==> src/rtl/pwm_trip_pkg.sv <==
package pwm_trip_pkg;

    typedef enum logic [1:0] {
        ST_RUN   = 2'd0,
        ST_HOLD  = 2'd1,
        ST_ARMED = 2'd2
    } release_state_e;

    // Safe code: 00 low, 01 high, 1x released. Returns {oe, data}.
    function automatic logic [1:0] safe_drive(input logic [1:0] code);
        logic [1:0] r;
        if (code[1]) r = 2'b00;
        else         r = {1'b1, code[0]};
        return r;
    endfunction

endpackage

==> src/rtl/trip_sync.sv <==
module trip_sync #(
    parameter int WIDTH  = 3,
    parameter int STAGES = 2
) (
    input  logic             clk,
    input  logic             rst_n,
    input  logic [WIDTH-1:0] async_in,
    output logic [WIDTH-1:0] sync_out
);
    logic [WIDTH-1:0] stage_q [STAGES];

    generate
        for (genvar s = 0; s < STAGES; s++) begin : g_stage
            if (s == 0) begin : g_first
                always_ff @(posedge clk or negedge rst_n) begin
                    if (!rst_n) stage_q[0] <= '0;
                    else        stage_q[0] <= async_in;
                end
            end else begin : g_next
                always_ff @(posedge clk or negedge rst_n) begin
                    if (!rst_n) stage_q[s] <= '0;
                    else        stage_q[s] <= stage_q[s-1];
                end
            end
        end
    endgenerate

    assign sync_out = stage_q[STAGES-1];
endmodule

==> src/rtl/trip_flag.sv <==
module trip_flag (
    input  logic clk,
    input  logic rst_n,
    input  logic sync_event,
    input  logic auto_restart,
    input  logic flag_we,
    input  logic flag_wdata,
    output logic flag_q
);
    logic flag_d;

    always_comb begin
        flag_d = flag_q;
        if (sync_event)        flag_d = 1'b1;
        else if (flag_we)      flag_d = flag_wdata;
        else if (auto_restart) flag_d = 1'b0;
    end

    always_ff @(posedge clk or negedge rst_n) begin
        if (!rst_n) flag_q <= 1'b0;
        else        flag_q <= flag_d;
    end

    // software clear is refused while a synchronized trip is present
    a_r8_write_ignored: assert property (@(posedge clk) disable iff (!rst_n)
        (sync_event && flag_we && !flag_wdata) |=> flag_q);

    // flag stays set while the trip persists
    a_r5_flag_sticky: assert property (@(posedge clk) disable iff (!rst_n)
        (flag_q && sync_event) |=> flag_q);

    // automatic restart clears the flag once the trip is gone
    a_r6_auto_clear: assert property (@(posedge clk) disable iff (!rst_n)
        (flag_q && auto_restart && !sync_event && !flag_we) |=> !flag_q);

    // without restart and without a write the flag holds
    a_r7_manual_hold: assert property (@(posedge clk) disable iff (!rst_n)
        (flag_q && !auto_restart && !flag_we) |=> flag_q);
endmodule

==> src/rtl/release_fsm.sv <==
module release_fsm
    import pwm_trip_pkg::*;
(
    input  logic clk,
    input  logic rst_n,
    input  logic flag,
    input  logic period_start,
    output logic hold_active
);
    release_state_e state_q, state_d;

    always_ff @(posedge clk or negedge rst_n) begin
        if (!rst_n) state_q <= ST_RUN;
        else        state_q <= state_d;
    end

    always_comb begin
        state_d = state_q;
        unique case (state_q)
            ST_RUN:   if (flag) state_d = ST_HOLD;
            ST_HOLD:  if (!flag) state_d = ST_ARMED;
            ST_ARMED: begin
                if (flag)              state_d = ST_HOLD;
                else if (period_start) state_d = ST_RUN;
            end
            default:  state_d = ST_HOLD;
        endcase
    end

    always_comb begin
        unique case (state_q)
            ST_RUN:  hold_active = 1'b0;
            default: hold_active = 1'b1;
        endcase
    end

    // normal output resumes only right after a period strobe
    a_r10_resume_on_period: assert property (@(posedge clk) disable iff (!rst_n)
        (state_q != ST_RUN && state_d == ST_RUN) |-> (period_start && !flag));

    // a strobe with the flag set never releases
    a_r10_flag_blocks: assert property (@(posedge clk) disable iff (!rst_n)
        (flag && state_q != ST_RUN) |=> (state_q != ST_RUN));
endmodule

==> src/rtl/pin_override.sv <==
module pin_override
    import pwm_trip_pkg::*;
#(
    parameter int PINS = 4
) (
    input  logic [PINS-1:0] pwm_raw,
    input  logic            force_safe,
    input  logic [1:0]      code_even,
    input  logic [1:0]      code_odd,
    output logic [PINS-1:0] pin_out,
    output logic [PINS-1:0] pin_oe
);
    generate
        for (genvar i = 0; i < PINS; i++) begin : g_pin
            logic [1:0] drv;
            if (i % 2 == 0) begin : g_even
                assign drv = safe_drive(code_even);
            end else begin : g_odd
                assign drv = safe_drive(code_odd);
            end
            assign pin_out[i] = force_safe ? drv[0] : pwm_raw[i];
            assign pin_oe[i]  = force_safe ? drv[1] : 1'b1;
        end
    endgenerate
endmodule

==> src/rtl/pwm_trip_guard.sv <==
module pwm_trip_guard
    import pwm_trip_pkg::*;
#(
    parameter int PIN_COUNT   = 4,
    parameter int SYNC_STAGES = 2
) (
    input  logic                 clk,
    input  logic                 rst_n,
    input  logic [PIN_COUNT-1:0] pwm_raw,
    input  logic                 cmp1_trip,
    input  logic                 cmp2_trip,
    input  logic                 fault_n,
    input  logic                 period_start,
    input  logic                 cfg_we,
    input  logic [2:0]           cfg_src_sel,
    input  logic [1:0]           cfg_state_ac,
    input  logic [1:0]           cfg_state_bd,
    input  logic                 cfg_auto_restart,
    input  logic                 flag_we,
    input  logic                 flag_wdata,
    output logic [PIN_COUNT-1:0] pin_out,
    output logic [PIN_COUNT-1:0] pin_oe,
    output logic                 trip_flag
);
    localparam int SRC_COUNT = 3;

    logic [SRC_COUNT-1:0] src_sel_q;
    logic [1:0]           code_ac_q, code_bd_q;
    logic                 auto_q;

    always_ff @(posedge clk or negedge rst_n) begin
        if (!rst_n) begin
            src_sel_q <= '0;
            code_ac_q <= '0;
            code_bd_q <= '0;
            auto_q    <= 1'b0;
        end else if (cfg_we) begin
            src_sel_q <= cfg_src_sel;
            code_ac_q <= cfg_state_ac;
            code_bd_q <= cfg_state_bd;
            auto_q    <= cfg_auto_restart;
        end
    end

    logic [SRC_COUNT-1:0] raw_trip, synced_trip;
    logic                 live_event, sync_event, flag_q, hold_active, force_safe;

    assign raw_trip   = {~fault_n, cmp2_trip, cmp1_trip};
    assign live_event = |(raw_trip & src_sel_q);

    trip_sync #(.WIDTH(SRC_COUNT), .STAGES(SYNC_STAGES)) u_sync (
        .clk      (clk),
        .rst_n    (rst_n),
        .async_in (raw_trip),
        .sync_out (synced_trip)
    );

    assign sync_event = |(synced_trip & src_sel_q);

    trip_flag u_flag (
        .clk          (clk),
        .rst_n        (rst_n),
        .sync_event   (sync_event),
        .auto_restart (auto_q),
        .flag_we      (flag_we),
        .flag_wdata   (flag_wdata),
        .flag_q       (flag_q)
    );

    release_fsm u_fsm (
        .clk          (clk),
        .rst_n        (rst_n),
        .flag         (flag_q),
        .period_start (period_start),
        .hold_active  (hold_active)
    );

    assign force_safe = live_event | flag_q | hold_active;

    pin_override #(.PINS(PIN_COUNT)) u_pins (
        .pwm_raw    (pwm_raw),
        .force_safe (force_safe),
        .code_even  (code_ac_q),
        .code_odd   (code_bd_q),
        .pin_out    (pin_out),
        .pin_oe     (pin_oe)
    );

    assign trip_flag = flag_q;

    // Expected safe pattern for the checks below
    logic [PIN_COUNT-1:0] safe_out, safe_oe;
    always_comb begin
        for (int i = 0; i < PIN_COUNT; i++) begin
            logic [1:0] d;
            d = safe_drive((i % 2 == 0) ? code_ac_q : code_bd_q);
            safe_out[i] = d[0];
            safe_oe[i]  = d[1];
        end
    end

    // an enabled live trip overrides the pins without a clock
    a_r2_live_override: assert property (@(posedge clk) disable iff (!rst_n)
        live_event |-> (pin_out == safe_out && pin_oe == safe_oe));

    // a set flag keeps the pins safe
    a_r5_flag_override: assert property (@(posedge clk) disable iff (!rst_n)
        trip_flag |-> (pin_out == safe_out && pin_oe == safe_oe));

    // with no source enabled the flag is never set by hardware
    a_r1_no_source: assert property (@(posedge clk) disable iff (!rst_n)
        (src_sel_q == '0 && !trip_flag && !flag_we) |=> !trip_flag);
endmodule

==> config.mk <==
export PLATFORM = sky130hd
export DESIGN_NAME = pwm_trip_guard
export DESIGN_NICKNAME = d
export VERILOG_FILES = /design/src/rtl/pwm_trip_pkg.sv /design/src/rtl/trip_sync.sv /design/src/rtl/trip_flag.sv /design/src/rtl/release_fsm.sv /design/src/rtl/pin_override.sv /design/src/rtl/pwm_trip_guard.sv
export SDC_FILE = /design/constraint.sdc
export NUM_CORES = 1
export LEC_CHECK = 0
export ABC_AREA = 1
export CAP_MARGIN = 0
export CORE_UTILIZATION = 40
export CTS_CLUSTER_DIAMETER = 120
export DETAILED_ROUTE_END_ITERATION = 12
export GPL_TIMING_DRIVEN = 0
export HOLD_SLACK_MARGIN = 0.08
export PLACE_DENSITY = 0.75
export SLEW_MARGIN = 20
export SYNTH_ARGS = -nofsm -noshare
export SYNTH_HDL_FRONTEND = slang
export SYNTH_HIERARCHICAL = 1
export SYNTH_SLANG_ARGS = --single-unit
==> constraint.sdc <==
create_clock -name clk -period 1.48 [get_ports clk]
set_clock_uncertainty 0.1 [all_clocks]
set_input_delay 0.222 -clock clk [delete_from_list [all_inputs] [get_ports clk]]
set_output_delay 0.222 -clock clk [all_outputs]
set_load 0.05 [all_outputs]
# Word-level counts from Yosys, hierarchy flattened
# Cells that the tools add are included.
word_totals:
  reg_bits: 17
  in_bits: 21
  output_inout_bits: 9
  elab_cells: 40
classes:
  n_eq_ne: 5
  mux: 17
  bitwise_logic: 5
  n_reduce_logical: 5
ops:
  columns: ["cell", "count"]
  rows:
  - ["two-way mux 2 bit", 6]
  - ["two-way mux 1 bit", 10]
  - ["AND 3 bit", 2]
  - ["one-hot mux 2 bit (3 select lines)", 1]
  - ["OR reduction 3 bit", 2]
  - ["!= test 2 bit, second input constant", 2]
  - ["!= test 3 bit, second input constant", 1]
  - ["AND reduction 3 bit", 1]
  - ["nonzero test 3 bit", 1]
  - ["== test 2 x 1 -> 1 bit, second input constant", 1]
  - ["== test 2 bit, second input constant", 1]
  - ["zero test 2 bit", 1]
  - ["bitwise OR 1 bit", 2]
  - ["inverter 1 bit", 1]

# Longest topological paths before layout
# Gate-level depths: netlist (run 1).
depth:
  word_depth: 6
  depth_mapped: 9
  ltp_nobuf: 9

# Modules after synthesis
# Netlist (run 1), hierarchy kept.
modules_own_cells:
  columns: ["mod", "instances", "cells_each", "area_each_um2", "seq_area_each_um2"]
  rows:
  - ["pwm_trip_guard", 1, 48, 369.1, 200.2]
  - ["trip_sync", 1, 9, 172.7, 150.1]
  - ["release_fsm", 1, 12, 96.3, 50.0]
  - ["pin_override", 1, 17, 73.8, 0.0]
  - ["trip_flag", 1, 6, 46.3, 25.0]

# Worst setup path before layout (run 1)
# Ideal clock, no wire load.
synth_path:
  kind: "reg-to-output"
  start: "reg u_flag.flag_q"
  end: "out pin_oe[2]"
  arrival_ps: 1595
  t_required_ps: 1158
  setup_slack_ps: -437
  stages_incl_launch_ff: 7
  path_buffers: 1
  cell_sequence: "dfrtp_1 > inv_1 > nand2_1 > nor2_1 > nand2_1 > nand2_1 > buf_4"
synth_via:
  elab_chain_len: 3
synth_lines:
  columns: ["element", "line", "source"]
  rows:
  - ["start, declared", "trip_flag.sv:8", "output logic flag_q"]
  - ["start signal, assigned", "trip_flag.sv:21", "else flag_q <= flag_d;"]
  - ["bitwise OR 1 bit (2 in a row)", "pwm_trip_guard.sv:78", "assign force_safe = live_event | flag_q | hold_active;"]
  - ["via force_safe", "pwm_trip_guard.sv:46", "logic live_event, sync_event, flag_q, hold_active, force_safe;"]
  - ["two-way mux 1 bit", null, null]
  - ["end, declared", "pwm_trip_guard.sv:22", "output logic [PIN_COUNT-1:0] pin_oe,"]
# The timed path passes the listed nets, and every way through them passes these cells.

# Worst setup path in the final report (run 1)
layout_path:
  start: "reg u_fsm.state_q[0]"
  end: "out pin_out[2]"
layout_via:
  elab_chain_len: 4
layout_lines:
  columns: ["element", "line", "source"]
  rows:
  - ["start, declared", "release_fsm.sv:10", "release_state_e state_q, state_d;"]
  - ["start signal, assigned", "release_fsm.sv:14", "else state_q <= state_d;"]
  - ["zero test 2 bit", "release_fsm.sv:31", "unique case (state_q)"]
  - ["two-way mux 1 bit", "release_fsm.sv:31", null]
  - ["via hold_active", "pwm_trip_guard.sv:46", null]
  - ["bitwise OR 1 bit", "pwm_trip_guard.sv:78", null]
  - ["via force_safe", "pwm_trip_guard.sv:46", null]
  - ["two-way mux 1 bit", "pin_override.sv:21", "assign pin_out[i] = force_safe ? drv[0] : pwm_raw[i];"]
  - ["end, declared", "pwm_trip_guard.sv:21", "output logic [PIN_COUNT-1:0] pin_out,"]
# The timed path passes the listed nets, and every way through them passes these cells.

==> out/metrics.csv, run 1 <==
stage,metric,value,unit
timing,Tightest Pin Transition,0.729,ns
pwr,leakage power summed over all cells,0.680,nW
timing,setup tns final,-2.31,ns
cells_and_area,share of post-route cells with drive strength above 1,36.2,%
floorplanning,# IOs,30,
cells_and_area,final instance area,1330,µm²
critical_path,crit path capture type,output pin,
cells_and_area,# fillers,118,
critical_path,family with the most delay on the worst path,simple AND/OR/NAND/NOR gates,
critical_path,kind of critical path,flop to output pin,
critical_path,"Largest stage delay, worst path",0.40,ns
timing,smallest hold slack,0.259,ns
synthesis,number of warnings reported in the yosys synthesis log,6,
synthesis,sequential element share of the synthesized area,56.1,%
pwr,VDD IR max,0.884,mV
cells_and_area,Final Net Count,152,
place,total placed instance area,1150,µm²
critical_path,most frequent cell on the critical path,nand2_4,
drt,DRT antenna net count,0,
clock_tree,clock transition time at the flip-flop clock pins of the worst setup and hold paths,0.10,ns
critical_path,startpoint of the lowest-slack register-to-register path,u_sync/sync_out[1],
critical_path,worst path buffer plus inverter count,4,
drt,number of design rule violations left after detail routing,0,
clock_tree,"buffers from clock root to sink, at most",2,
clock_tree,depth of the CTS H-tree,1,
clock_tree,clock latency on the worst-skew pair,0.29,ns
timing,Slew Limit Headroom,51.3,%
outcome,status,"finished, violations left",
job,number of maximum-capacitance violations,0,
place,worst slack after detailed placement,-0.973,ns
timing,Pins Over Slew Limit,0,
synthesis,mean instance size in the synthesized netlist,8.24,µm²
global_routing,via count of the first global-routing pass,666,
place,Buffers on Ports,29,
pwr,total power density per cell area,925,nW/µm²
timing,RSZ-0062 raised after global routing,true,
cells_and_area,"commonest cells after routing, fill and taps aside","clkdlybuf4s50_1 (20), nand2_1 (17), inv_1 (16), dfrtp_1 (16), nand2_4 (11)",
timing,post-route fraction of the period consumed by the critical path,122,%
clock_tree,CTS root buf,clkbuf_4,
drt,DR vias,687,
cells_and_area,Synth-to-Final Area Change,74.9,%
global_routing,wire length of the first global-routing pass,2820,µm
clock_tree,TritonCTS buffer count,3,
drt,DR iter-0 viols,14,
critical_path,top fanout value on the critical path,5,
worst_hold_path,Min-Delay Path Class,input port to asynchronous set/reset pin,
cells_and_area,antenna fix cells,0,
synthesis,number of different library cells in the post-synthesis netlist,12,
timing,final count of negative-setup-slack endpoints,8,
floorplanning,initial core utilization,43.4,%
critical_path,Worst Setup Start Kind,flop,
synthesis,"Cell Area, Synth",758,µm²
global_routing,antenna violations before repair,0,
outcome,violations in the final reports,setup timing,
global_routing,overall routing resource usage,19.5,%
floorplanning,Horiz. Die Dim,45.5,µm
drt,total detailed-routing wirelength,1710,µm
clock_tree,CTS tree,done,
timing,Peak Freq,554,MHz
timing,final worst path period need,1.80,ns
drt,Pre-antenna DRT Iters,4,
timing,Final WS setup,-0.324,ns
synthesis,flop and latch count out of synthesis,17,
place,gpl congestion,0.702,
drt,Wirelength per Cell,11.0,µm
place,dpl hpwl,1270,µm
cells_and_area,"leading cell type in the layout, fill and taps excluded",clkdlybuf4s50_1,
critical_path,cell with the biggest individual delay on the critical path,dfrtp_1,
critical_path,Worst setup startpoint,u_fsm/state_q[0],
synthesis,gate count after technology mapping,92,
drt,Vias/cell,4.43,
floorplanning,floorplan die area,2070,µm²
synthesis,Synthesized Nets,113,
timing,number of endpoints with negative hold slack in the final report,0,
critical_path,data arrival time of the critical path,1.48,ns
critical_path,cell breakdown of the critical path,inv_2 -> nand2_2 -> inv_2 -> nand2_2 -> nor2_4 -> nand2_4 -> inv_8 -> nand2_4 -> nand2_4 -> buf_8,
global_routing,global-route congestion overflow total,0,
clock_tree,Sinks on Clock Net,17,
floorplanning,Site Rows,15,
critical_path,required time of the critical path,1.16,ns
global_routing,largest net degree at the start of global routing,18,
clock_tree,hold buffer count at cts,0,
floorplanning,area of the core region,1750,µm²
floorplanning,Die Y,45.5,µm
Yosys cell counts:
| cell | count | share of area (%) |
|---|---|---|
| nor2_2 | 1 | 0.83 |
| buf_4 | 5 | 5.0 |
| a21oi_1 | 1 | 0.66 |
| buf_6 | 1 | 1.5 |
| inv_1 | 17 | 8.4 |
| nor2_1 | 3 | 1.5 |
| inv_2 | 3 | 1.5 |
| nand2_1 | 30 | 15 |
| o21ai_0 | 8 | 5.3 |
| dfrtp_1 | 17 | 56 |
| o21ai_2 | 1 | 1.2 |
| nand3_1 | 5 | 3.3 |
logic make-up (layout without fill, tap and decap cells):
family | after synthesis | in the layout | synth area share, %
AOI/OAI and AO/OA | 10 | 10 | 7.10
DFF | 17 | 17 | 56.1
and+or+nand+nor | 39 | 39 | 20.5
buffers and inverters | 26 | 64 | 16.3
layer usage:
metal	track usage (%)	routed length, µm	up-vias
met5	0	0	-
met3	7.14	73	2
li1	-	-	345
met2	30.9	909	16
met1	25.1	713	324
met4	5.45	12	0
timing repair:
action | 4_1_cts | 5_1_grt
resized for setup | 78 | 7
pin swaps | 6 | 2
endpoints found under the setup margin | 9 | 8
setup buffers | 3 | 2
registers in the layout (all words and copies together), names as in the netlist:
name and flops:
u_flag/flag_q 1, u_fsm/state_q 2, auto_q 1, code_ac_q 2
u_sync/sync_out 3, code_bd_q 2, src_sel_q 3, u_sync/stage_q 3
final timing paths:
kind / end / slack (ns) / depth (start not counted)
max: pin_out[2] / -0.32 / 10
min: u_sync/stage_q[5] / 0.26 / 1
max reg2reg: u_flag/flag_q / 0.42 / 5
min reg2reg: u_sync/sync_out[1] / 0.26 / 0
max in group asynchronous: u_flag/flag_q / 0.52 / 1
min in group clk: u_sync/sync_out[1] / 0.26 / 0
cell type report:
| class | count | area (µm²) | share of cell area (%) |
|---|---|---|---|
| Tap cell | 25 | 31.3 | 2.36 |
| Multi-Input combinational cell | 49 | 329 | 24.8 |
| Inverter | 20 | 82.6 | 6.23 |
| Buffer | 6 | 60.1 | 4.53 |
| Sequential cell | 17 | 427 | 32.2 |
| Clock inverter | 1 | 5.00 | 0.377 |
| Timing Repair Buffer | 34 | 369 | 27.8 |
| Clock buffer | 3 | 22.5 | 1.70 |
through the flow:
stage	total power [mW]	utilization, %	instances
final	1.23	76.0	155
after global routing	1.30	76.0	155
after CTS	1.21	73.5	153
after detailed placement	0.902	65.9	146
after global placement	0.893	65.9	146
after floorplan	0.760	-	92
power by group:
part / switching (mW) / internal (mW) / leakage (nW) / total, mW
combinational: 0.238 / 0.213 / 0.462 / 0.451
clock: 0.142 / 0.100 / 0.0177 / 0.243
sequential: 0.0288 / 0.505 / 0.200 / 0.533
total: 0.409 / 0.818 / 0.680 / 1.23
worst register-to-register path, stage by stage, from the launching register on:
cell and delay, ns:
dfrtp_1 0.37, buf_4 0.13, nand2_1 0.07, nand3_1 0.10, a21oi_1 0.13, nand2_1 0.06
No activity file was read; power rests on OpenSTA's default activity.
==> run 2: changes to the inputs <==
Settings changed: ABC_AREA 1 to default, DONT_BUFFER_PORTS from default to 1, PLACE_DENSITY 0.75 to default.
==> run 2 against run 1 <==
The run still ends with setup timing left. Routed wire length shrank 18%. Critical path type unchanged. Critical endpoint unchanged. Synthesized cell count shrank 39%. Final cell count shrank 41%. Fmax shrank 24%.
==> out/metrics.csv, run 2 <==
stage,metric,value,unit,change
outcome,status,"finished, violations left",,unchanged
outcome,violations in the final reports,setup timing,,unchanged
critical_path,terminus of the critical flop-to-flop path,u_flag/flag_q,,unchanged
cells_and_area,footprint of the multi-input gates,292,µm²,was 329 µm²
place,total placed cells including tap cells,72,,was 146
worst_hold_path,Worst Hold Path Cells,2,,
synthesis,number of warnings reported in the yosys synthesis log,6,,unchanged
cells_and_area,share of post-route cells with drive strength above 1,34.7,%,was 36.2%
timing,Tightest Pin Transition,0.744,ns,was 0.729 ns
floorplanning,initial core utilization,44.5,%,was 43.4%
cells_and_area,Layout Cells excl Fill,91,,was 155
global_routing,overall routing resource usage,17.8,%,was 19.5%
synthesis,post-synthesis cell type with the largest combined area,dfrtp_1,,unchanged
synthesis,leading cell type by number of instances after synthesis,dfrtp_1,,was nand2_1
drt,DR vias,470,,was 687
pwr,VDD IR max,0.701,mV,was 0.884 mV
floorplanning,Horiz. Die Dim,43.9,µm,was 45.5 µm
place,dpl hpwl,912,µm,was 1270 µm
critical_path,setup slack on the worst flop-to-flop path,0.19,ns,was 0.42 ns
clock_tree,Sinks on Clock Net,17,,unchanged
timing,smallest hold slack,0.216,ns,was 0.259 ns
synthesis,area share of the largest cell type after synthesis,60.6,%,was 56.1%
cells_and_area,antenna fix cells,0,,unchanged
floorplanning,Site Rows,14,,was 15
synthesis,area share of xor/xnor cells in the synthesized design,0,%,unchanged
clock_tree,"buffers from clock root to sink, at most",2,,unchanged
synthesis,Async SR Flop Fraction,100,%,unchanged
pwr,total power density per cell area,1070,nW/µm²,was 925 nW/µm²
timing,final worst path period need,2.37,ns,was 1.80 ns
global_routing,antenna violations before repair,0,,unchanged
drt,Wirelength per Cell,15.4,µm,was 11.0 µm
synthesis,most area-consuming cells after synthesis,"dfrtp_1 (61%), mux2_2 (13%), buf_4 (5.3%), inv_1 (3.2%), o21ai_0 (2.9%)",,"was dfrtp_1 (56%), nand2_1 (15%), inv_1 (8.4%), o21ai_0 (5.3%), buf_4 (5.0%)"
worst_hold_path,Min-Delay Path Class,input port to flop,,was input port to asynchronous set/reset pin
synthesis,"Cell Area, Synth",702,µm²,was 758 µm²
synthesis,Synthesized Nets,77,,was 113
critical_path,kind of critical path,flop to output pin,,unchanged
cells_and_area,# fillers,139,,was 118
synthesis,Post-synth top cells,"dfrtp_1 (17), mux2_2 (8), inv_1 (6)",,"was nand2_1 (30), dfrtp_1 (17), inv_1 (17)"
floorplanning,area of the core region,1580,µm²,was 1750 µm²
cells_and_area,fin util,63.2,%,was 76.0%
timing,RSZ-0062 raised after global routing,true,,unchanged
synthesis,flip-flop cell with the highest count after synthesis,dfrtp_1,,unchanged
timing,number of endpoints with negative hold slack in the final report,0,,unchanged
synthesis,mean instance size in the synthesized netlist,12.5,µm²,was 8.24 µm²
global_routing,via count of the first global-routing pass,524,,was 666
synthesis,combinational family with the most area after synthesis,multiplexers,,was simple AND/OR/NAND/NOR gates
global_routing,largest net degree at the start of global routing,18,,unchanged
synthesis,multiplexer area fraction after synthesis,12.8,%,was 0%
floorplanning,floorplan die area,1930,µm²,was 2070 µm²
timing,Peak Freq,422,MHz,was 554 MHz
timing,post-route fraction of the period consumed by the critical path,160,%,was 122%
worst_hold_path,Worst Hold Launch,cfg_we,,
clock_tree,TritonCTS buffer count,3,,unchanged
synthesis,share of the synthesized area in compound gates (AO/OA/AOI/OAI),10.2,%,was 7.10%
timing,Final WS setup,-0.887,ns,was -0.324 ns
synthesis,Adder-Cell Fraction of Synth Area,0,%,unchanged
cells_and_area,"commonest cells after routing, fill and taps aside","dfrtp_1 (16), dlygate4sd3_1 (15), mux2_2 (8), inv_1 (6), o21ai_4 (4)",,"was clkdlybuf4s50_1 (20), nand2_1 (17), inv_1 (16), dfrtp_1 (16), nand2_4 (11)"
place,Buffers on Ports,0,,was 29
cells_and_area,sequential cell area in the final layout,427,µm²,unchanged
clock_tree,depth of the CTS H-tree,1,,unchanged
synthesis,"EDFF count, synth",0,,unchanged
job,number of maximum-capacitance violations,0,,unchanged
synthesis,number of different library cells in the post-synthesis netlist,17,,was 12
drt,DR iter-0 viols,10,,was 14
clock_tree,clock latency on the worst-skew pair,0.29,ns,about the same
drt,total detailed-routing wirelength,1400,µm,was 1710 µm
drt,DRT antenna net count,0,,unchanged
synthesis,sequential element share of the synthesized area,60.6,%,was 56.1%
critical_path,reg2reg path depth,5,,unchanged
critical_path,Worst setup startpoint,u_flag/flag_q,,was u_fsm/state_q[0]
pwr,leakage power summed over all cells,0.435,nW,was 0.680 nW
critical_path,Worst Setup Start Kind,flop,,unchanged
timing,final count of negative-setup-slack endpoints,8,,unchanged
floorplanning,# IOs,30,,unchanged
synthesis,gate count after technology mapping,56,,was 92
synthesis,flop and latch count out of synthesis,17,,unchanged
cells_and_area,Synth-to-Final Area Change,41.9,%,was 74.9%
clock_tree,CTS root buf,clkbuf_4,,unchanged
critical_path,data arrival time of the critical path,2.05,ns,was 1.48 ns
synthesis,simple-gate share of the synthesized area,7.13,%,was 20.5%
timing,Pins Over Slew Limit,0,,unchanged
global_routing,global-route congestion overflow total,0,,unchanged
critical_path,crit path capture type,output pin,,unchanged
clock_tree,buffers inserted by post-CTS timing repair,0,,was 3
cells_and_area,Final Net Count,97,,was 152
place,gpl congestion,0.692,,was 0.702
critical_path,required time of the critical path,1.16,ns,about the same
clock_tree,CTS tree,done,,unchanged
drt,Vias/cell,5.16,,was 4.43
floorplanning,Die Y,43.9,µm,was 45.5 µm
timing,Slew Limit Headroom,50.2,%,was 51.3%
drt,Pre-antenna DRT Iters,6,,was 4
critical_path,top fanout value on the critical path,8,,was 5
drt,number of design rule violations left after detail routing,0,,unchanged
critical_path,startpoint of the lowest-slack register-to-register path,u_sync/sync_out[0],,was u_sync/sync_out[1]
global_routing,wire length of the first global-routing pass,2330,µm,was 2820 µm
worst_hold_path,worst hold endpoint,src_sel_q[1],,
cells_and_area,"leading cell type in the layout, fill and taps excluded",dfrtp_1,,was clkdlybuf4s50_1
clock_tree,clock transition time at the flip-flop clock pins of the worst setup and hold paths,0.10,ns,about the same
run 2: worst max path at each step:
stage	to	slack (ns)	cells after the start
2_1_floorplan	pin_out[0]	-0.49	4
3_3_place_gp	pin_out[0]	-0.57	5
3_5_place_dp	pin_out[2]	-0.58	5
4_1_cts	pin_out[2]	-0.90	4
5_1_grt	pin_out[1]	-0.97	4
6_report	pin_out[2]	-0.89	4
run 2: kinds of logic after synthesis:
| kind of cell | Yosys count |
|---|---|
| DFF | 17 |
| buffers and inverters | 12 |
| AOI/OAI and AO/OA | 11 |
| muxes | 8 |
| and+or+nand+nor | 8 |
run 2: worst max-delay path, stage by stage, from the launching register on:
cell and delay, ns:
dfrtp_2 0.55, a211o_1 0.33, a221o_4 0.45, nand3b_1 0.24, o21ai_4 0.18
run 2: what timing repair did:
| action | 4_1_cts | 5_1_grt |
|---|---|---|
| gates resized for setup | 2 | 0 |
| endpoints found under the hold margin | 30 | 0 |
| hold buffers | 15 | 0 |
| endpoints found under the setup margin | 8 | 8 |
| pin swaps | 0 | 1 |
run 2: where the power goes:
group	switching, mW	internal, mW
Clock	0.140	0.100
Sequential	0.0467	0.506
Combinational	0.162	0.110
Total	0.348	0.716
run 2: final cells by class:
class	instances	area share (%)
clock inverters	1	0.503
well taps	16	2.01
clock buffers	3	2.26
plain buffers	6	5.78
repair buffers	15	15.1
multi-input cells	27	29.3
flip-flops and latches	17	42.8
inverters	6	2.26
run 2: per-stage QoR:
stage	TNS, ns	cell area (µm²)	setup slack [ns]	power (mW)
global placement	-4.05	800	-0.566	0.781
CTS	-6.52	996	-0.901	1.07
finish	-6.43	996	-0.887	1.06
floorplan	-3.52	779	-0.493	0.764
global route	-6.97	996	-0.966	1.12
detailed placement	-4.08	800	-0.582	0.786
run 2: metal layers:
| metal | routed length (µm) | global-route usage (%) |
|---|---|---|
| met5 | 0 | 0 |
| met4 | 0 | 1.82 |
| met3 | 78 | 8.75 |
| met2 | 731 | 32.2 |
| met1 | 589 | 19.3 |
